File: config.mk
export PLATFORM = sky130hd
export DESIGN_NAME = tmpl_jump_engine
export DESIGN_NICKNAME = d
export VERILOG_FILES = /design/src/rtl/tjs_pkg.sv /design/src/rtl/tjs_marker_decode.sv /design/src/rtl/tjs_tpl_store.sv /design/src/rtl/tjs_match_window.sv /design/src/rtl/tmpl_jump_engine.sv
export SDC_FILE = /design/constraint.sdc
export NUM_CORES = 1
export LEC_CHECK = 0
export ABC_AREA = 1
export BUFFER_PORTS_ARGS = -buffer_cell sky130_fd_sc_hd__buf_4
export CORE_MARGIN = 2
export CORE_UTILIZATION = 55
export DETAILED_ROUTE_END_ITERATION = 16
export GPL_TIMING_DRIVEN = 0
export PLACE_DENSITY_LB_ADDON = 0.05
export SETUP_SLACK_MARGIN = 0.5
export SLEW_MARGIN = 0
export SYNTH_ARGS = -nofsm -noshare
export SYNTH_HDL_FRONTEND = slang
export SYNTH_SLANG_ARGS = --single-unit
File: constraint.sdc
create_clock -name clk -period 2.3 [get_ports clk]
set_clock_uncertainty 0.2 [all_clocks]
set_input_delay 0.23 -clock clk [delete_from_list [all_inputs] [get_ports clk]]
set_output_delay 0.23 -clock clk [all_outputs]
set_load 0.01 [all_outputs]
File: src/rtl/tjs_pkg.sv
package tjs_pkg;
  typedef enum logic [1:0] {
    ST_IDLE = 2'd0,
    ST_TPL  = 2'd1,
    ST_SCAN = 2'd2
  } tjs_state_e;
endpackage

File: src/rtl/tjs_marker_decode.sv
module tjs_marker_decode #(
  parameter int OP_W = 4,
  parameter logic [OP_W-1:0] MARK_A = 4'h1,
  parameter logic [OP_W-1:0] MARK_B = 4'h2
) (
  input  logic [OP_W-1:0] op_i,
  output logic            is_mark_o,
  output logic            kind_o
);
  always_comb begin
    is_mark_o = (op_i == MARK_A) || (op_i == MARK_B);
    kind_o    = (op_i == MARK_B);
  end
endmodule

File: src/rtl/tjs_tpl_store.sv
module tjs_tpl_store #(
  parameter int MAX_TPL = 8,
  parameter int LEN_W   = 4
) (
  input  logic               clk,
  input  logic               rst_n,
  input  logic               clear_i,
  input  logic               push_i,
  input  logic               kind_i,
  output logic [MAX_TPL-1:0] tpl_o,
  output logic [LEN_W-1:0]   len_o
);
  always_ff @(posedge clk) begin
    if (!rst_n || clear_i) begin
      tpl_o <= '0;
      len_o <= '0;
    end else if (push_i) begin
      tpl_o <= (tpl_o << 1) | MAX_TPL'(kind_i);
      len_o <= len_o + LEN_W'(1);
    end
  end
endmodule

File: src/rtl/tjs_match_window.sv
module tjs_match_window #(
  parameter int MAX_TPL = 8,
  parameter int LEN_W   = 4
) (
  input  logic               clk,
  input  logic               rst_n,
  input  logic               clear_i,
  input  logic               step_i,
  input  logic               is_mark_i,
  input  logic               kind_i,
  input  logic [MAX_TPL-1:0] tpl_i,
  input  logic [LEN_W-1:0]   len_i,
  output logic               hit_o
);
  localparam logic [LEN_W-1:0] CAP = LEN_W'(MAX_TPL);

  logic [MAX_TPL-1:0] win_q, win_d, mask;
  logic [LEN_W-1:0]   run_q, run_d;

  always_comb begin
    for (int i = 0; i < MAX_TPL; i++) mask[i] = (LEN_W'(i) < len_i);
    win_d = (win_q << 1) | MAX_TPL'(kind_i);
    if (!is_mark_i)      run_d = '0;
    else if (run_q == CAP) run_d = CAP;
    else                 run_d = run_q + LEN_W'(1);
    hit_o = step_i && is_mark_i && (len_i != '0) && (run_d >= len_i)
            && (((win_d ^ tpl_i) & mask) == '0);
  end

  always_ff @(posedge clk) begin
    if (!rst_n || clear_i) begin
      win_q <= '0;
      run_q <= '0;
    end else if (step_i) begin
      win_q <= win_d;
      run_q <= run_d;
    end
  end
endmodule

File: src/rtl/tmpl_jump_engine.sv
module tmpl_jump_engine
  import tjs_pkg::*;
#(
  parameter int ADDR_W  = 6,
  parameter int OP_W    = 4,
  parameter int MAX_TPL = 8,
  parameter logic [OP_W-1:0] MARK_A = 4'h1,
  parameter logic [OP_W-1:0] MARK_B = 4'h2
) (
  input  logic              clk,
  input  logic              rst_n,
  input  logic              start_i,
  input  logic [ADDR_W-1:0] jump_addr_i,
  output logic              mem_rd_o,
  output logic [ADDR_W-1:0] mem_addr_o,
  input  logic [OP_W-1:0]   mem_data_i,
  output logic              done_o,
  output logic              found_o,
  output logic [ADDR_W-1:0] pc_o
);
  localparam int DEPTH = 1 << ADDR_W;
  localparam int LEN_W = $clog2(MAX_TPL + 1);
  localparam int CNT_W = ADDR_W + 1;
  localparam logic [LEN_W-1:0] LAST_SLOT = LEN_W'(MAX_TPL - 1);

  tjs_state_e         st;
  logic [ADDR_W-1:0]  base, ptr;
  logic               dv;
  logic [CNT_W-1:0]   cnt;
  logic               is_mark, kind, hit;
  logic [MAX_TPL-1:0] tpl;
  logic [LEN_W-1:0]   tlen, fin_len;
  logic               accept, tpl_push, tpl_end, scan_step, scan_last;
  logic [ADDR_W-1:0]  scan_start;

  tjs_marker_decode #(.OP_W(OP_W), .MARK_A(MARK_A), .MARK_B(MARK_B)) u_dec (
    .op_i(mem_data_i), .is_mark_o(is_mark), .kind_o(kind)
  );

  tjs_tpl_store #(.MAX_TPL(MAX_TPL), .LEN_W(LEN_W)) u_tpl (
    .clk(clk), .rst_n(rst_n), .clear_i(accept), .push_i(tpl_push),
    .kind_i(kind), .tpl_o(tpl), .len_o(tlen)
  );

  tjs_match_window #(.MAX_TPL(MAX_TPL), .LEN_W(LEN_W)) u_win (
    .clk(clk), .rst_n(rst_n), .clear_i(tpl_end), .step_i(scan_step),
    .is_mark_i(is_mark), .kind_i(kind), .tpl_i(tpl), .len_i(tlen), .hit_o(hit)
  );

  always_comb begin
    accept     = (st == ST_IDLE) && start_i;
    tpl_push   = (st == ST_TPL) && dv && is_mark;
    tpl_end    = (st == ST_TPL) && dv && (!is_mark || tlen == LAST_SLOT);
    fin_len    = is_mark ? tlen + LEN_W'(1) : tlen;
    scan_start = base + ADDR_W'(fin_len) + ADDR_W'(1);
    scan_step  = (st == ST_SCAN) && dv;
    scan_last  = cnt == (CNT_W'(DEPTH) - CNT_W'(tlen) - CNT_W'(1));
    mem_rd_o   = (st != ST_IDLE);
    mem_addr_o = ptr;
  end

  always_ff @(posedge clk) begin
    if (!rst_n) begin
      st      <= ST_IDLE;
      base    <= '0;
      ptr     <= '0;
      dv      <= 1'b0;
      cnt     <= '0;
      done_o  <= 1'b0;
      found_o <= 1'b0;
      pc_o    <= '0;
    end else begin
      done_o <= 1'b0;
      case (st)
        ST_IDLE: begin
          if (start_i) begin
            base <= jump_addr_i;
            ptr  <= jump_addr_i + ADDR_W'(1);
            dv   <= 1'b0;
            st   <= ST_TPL;
          end
        end
        ST_TPL: begin
          ptr <= ptr + ADDR_W'(1);
          dv  <= 1'b1;
          if (tpl_end) begin
            if (fin_len == '0) begin
              done_o  <= 1'b1;
              found_o <= 1'b0;
              pc_o    <= base + ADDR_W'(1);
              st      <= ST_IDLE;
            end else begin
              ptr <= scan_start;
              dv  <= 1'b0;
              cnt <= '0;
              st  <= ST_SCAN;
            end
          end
        end
        ST_SCAN: begin
          ptr <= ptr + ADDR_W'(1);
          dv  <= 1'b1;
          if (dv) begin
            cnt <= cnt + CNT_W'(1);
            if (hit) begin
              done_o  <= 1'b1;
              found_o <= 1'b1;
              pc_o    <= ptr;
              st      <= ST_IDLE;
            end else if (scan_last) begin
              done_o  <= 1'b1;
              found_o <= 1'b0;
              pc_o    <= base + ADDR_W'(tlen) + ADDR_W'(1);
              st      <= ST_IDLE;
            end
          end
        end
        default: st <= ST_IDLE;
      endcase
    end
  end
endmodule

==> impl_metrics.yaml <==
final_layout:
  instances_no_fill: 729
  mostFrequentLayoutCell: "nand2_1"
  drive_gt1_share_pct: 33.1
  fin_util_pct: 75.4
  antennaDiodeCount: 0
  final_cell_mix: "nand2_1, buf_4, inv_1, a21oi_1, dfxtp_1"
  fin_nets: 688
  area_growth_pct: 33.1
synth:
  ys_async_sr_fraction_pct: 0
  synth_top_family_by_area: "simple AND/OR/NAND/NOR gates"
  synth_xor_area_share_pct: 6.64
  yosysWarnings: 0
  ys_types: 36
  syn-cell-area_sq_um: 3830
  synth.area.mux_share_pct: 0
  seq_area_frac_synth_pct: 27.7
  ys_seq_elements: 53
  ys_top_cells_by_area: "dfxtp_1, nand2_1, ha_1"
  avgSynthCellArea_sq_um: 6.64
  synth_top_area_share_pct: 27.7
  synth_nets: 616
  yosys.area_share.simple_pct: 34.4
  postSynthCellCount: 576
  synth_largest_area_cell: "dfxtp_1"
  synth_compound_area_share_pct: 12.6
  synth_edf_count: 0
  synth_ff_type: "dfxtp_1"
  synth_fa_ha_area_share_pct: 9.22
floorplan:
  rows: 30
  ios: 28
  die_h_um: 87.4
  die-area_sq_um: 7640
  coreArea_sq_um: 6760
  start_util_pct: 56.6
  die_x_um: 87.4
clock_tree:
  cts_hold_buf: 0
  tritoncts: "done"
  clock-root-buffer: "clkbuf_8"
  clock_sinks: 53
  htree_levels: 2
  insertion_delay_ns: 0.31
  cts_made_buffers: 5
  cts.reportedPaths.clkPinSlew_ns: 0.09
  cts_buffer_depth: 2
sta:
  finalSetupTns_ns: -1.20
  setup_ws_ns: -0.145
  setup_viol: 12
  min_period_ns: 2.44
  grt_setup_unrepaired: "yes"
  fmax_ghz: 0.409
  finalHoldViolCount: 0
  finalCritPeriodShare_pct: 106
  worst_pin_slew_ns: 0.581
  drv_slew: 0
  maxSlewHeadroom_pct: 61.2
global_routing:
  gr-total-overflow: 0
  grt_first_pass_wirelength_mm: 17.8
  grt_pass1_vias: 3830
  grt_max_degree: 16
  antenna_found_initial: 0
  track_usage_pct: 29.4
setup_path:
  path_class: "register to register"
  startpoint: "u_win.run_q[0]"
  end_kind: "register"
  required_ns: 2.32
  cp-start-kind: "register"
  critical-path-slowest-cell: "dfxtp_4"
  rr_startpoint: "u_win.run_q[0]"
  crit_chain: "inv_4, ha_4, inv_2, nor2_4, ha_4, buf_4, nand4_1, nand3_4, nand3_2, inv_2, nand2_4, nand3_4, nand2_4, nand2_1, nand2_1, nor2_1"
  max_stage_delay_ns: 0.39
  path_max_fanout: 5
  critPathArrivalTime_ns: 2.46
power:
  p_leak_nw: 2.32
  power.total_mw: 3.72
  ir_drop_uv: 684
  power_density_nw_per_um2: 731
placement:
  port_buffers: 26
  dpl_worst_slack_ns: -0.303
  dp.cells: 682
  dp_hpwl_mm: 7.64
  gp_congestion: 0.932
routing:
  via_per_inst: 5.76
  wire_per_inst_um: 16.2
  vias: 4199
  drt_first_pass_iters: 6
  totalWireLength_mm: 11.8
  drt_iter0_markers: 448
  drc: 0
  final_antenna_net_count: 0
min_path:
  hp-class: "primary input to register"
  min_from: "jump_addr_i[3]"
run_status:
  violations: "negative setup slack"
  status: "finished with violations"
flow_run:
  drv_cap: 0
sequential cells by signal, indices dropped and copies added (netlist names):
register and cells:
base 6, cnt 7, done_o 1, dv 1
found_o 1, mem_addr_o 6, pc_o 6, st 2
u_tpl.len_o 4, u_tpl.tpl_o 8, u_win.run_q 4, u_win.win_q 7
path summary, 6_finish.rpt:
kind	slack, ns	end	depth (start not counted)
worst min-delay path	0.04	base[3]	3
worst max-delay path	-0.14	pc_o[1]	16
worst min register to register	0.27	found_o	2
worst max register to register	-0.14	pc_o[1]	16
critical path, delay by kind of cell, from the launching register on:
kind | cells | cell delay (ns)
fa+ha+maj | 2 | 0.48
buf+inv | 4 | 0.25
flops | 1 | 0.39
simple gates | 10 | 1.02
Yosys cell counts (8+ instances only):
library cell and n:
o21ai_0 28, xnor2_1 8, inv_1 66, a21oi_1 53, xor2_1 21, dfxtp_1 53, nand3_1 62, nand2_2 12
clkbuf_1 11, nand2_1 131, nor2_1 41, inv_2 9, nand4_1 14, ha_1 25
stage by stage:
stage	instance area (sq um)	hold slack, ns
finish	5090	0.0350
global route	5090	0.0409
CTS	4690	0.0276
detailed placement	4250	0.261
global placement	4250	0.254
floorplan	3950	0.221
what timing repair did:
| item | 4_1_cts | 5_1_grt |
|---|---|---|
| setup buffers | 23 | 14 |
| cloned | 2 | 0 |
| pin swaps | 34 | 45 |
| gates resized for setup | 51 | 72 |
| setup endpoints to repair | 46 | 42 |
power by group:
group          internal (mW)  switching (mW)
Clock                  0.247           0.307
Sequential              1.05           0.204
Combinational          0.765            1.15
routing by layer:
| metal | track usage, % | wire length, um | up-vias |
|---|---|---|---|
| met4 | 7.41 | 268 | 0 |
| li1 | - | - | 2012 |
| met1 | 39.9 | 4950 | 1946 |
| met2 | 49.9 | 5730 | 194 |
| met5 | 0 | 0 | - |
| met3 | 3.22 | 888 | 47 |
cell families after synthesis:
kind of cell	count (synthesis)
and+or+nand+nor	284
adders and majority gates	27
buffers and inverters	92
AOI/OAI and AO/OA	91
DFF	53
xor gates and xnor gates	29
cell type report:
type | count | area, sq um
tap | 80 | 100
buffer | 16 | 88.8
timing repair buffer | 63 | 488
fill | 538 | 1670
sequential | 53 | 1080
inverter | 76 | 307
clock buffer | 8 | 90.1
multi-input combinational | 433 | 2940
(Power assumes the default switching activity.)
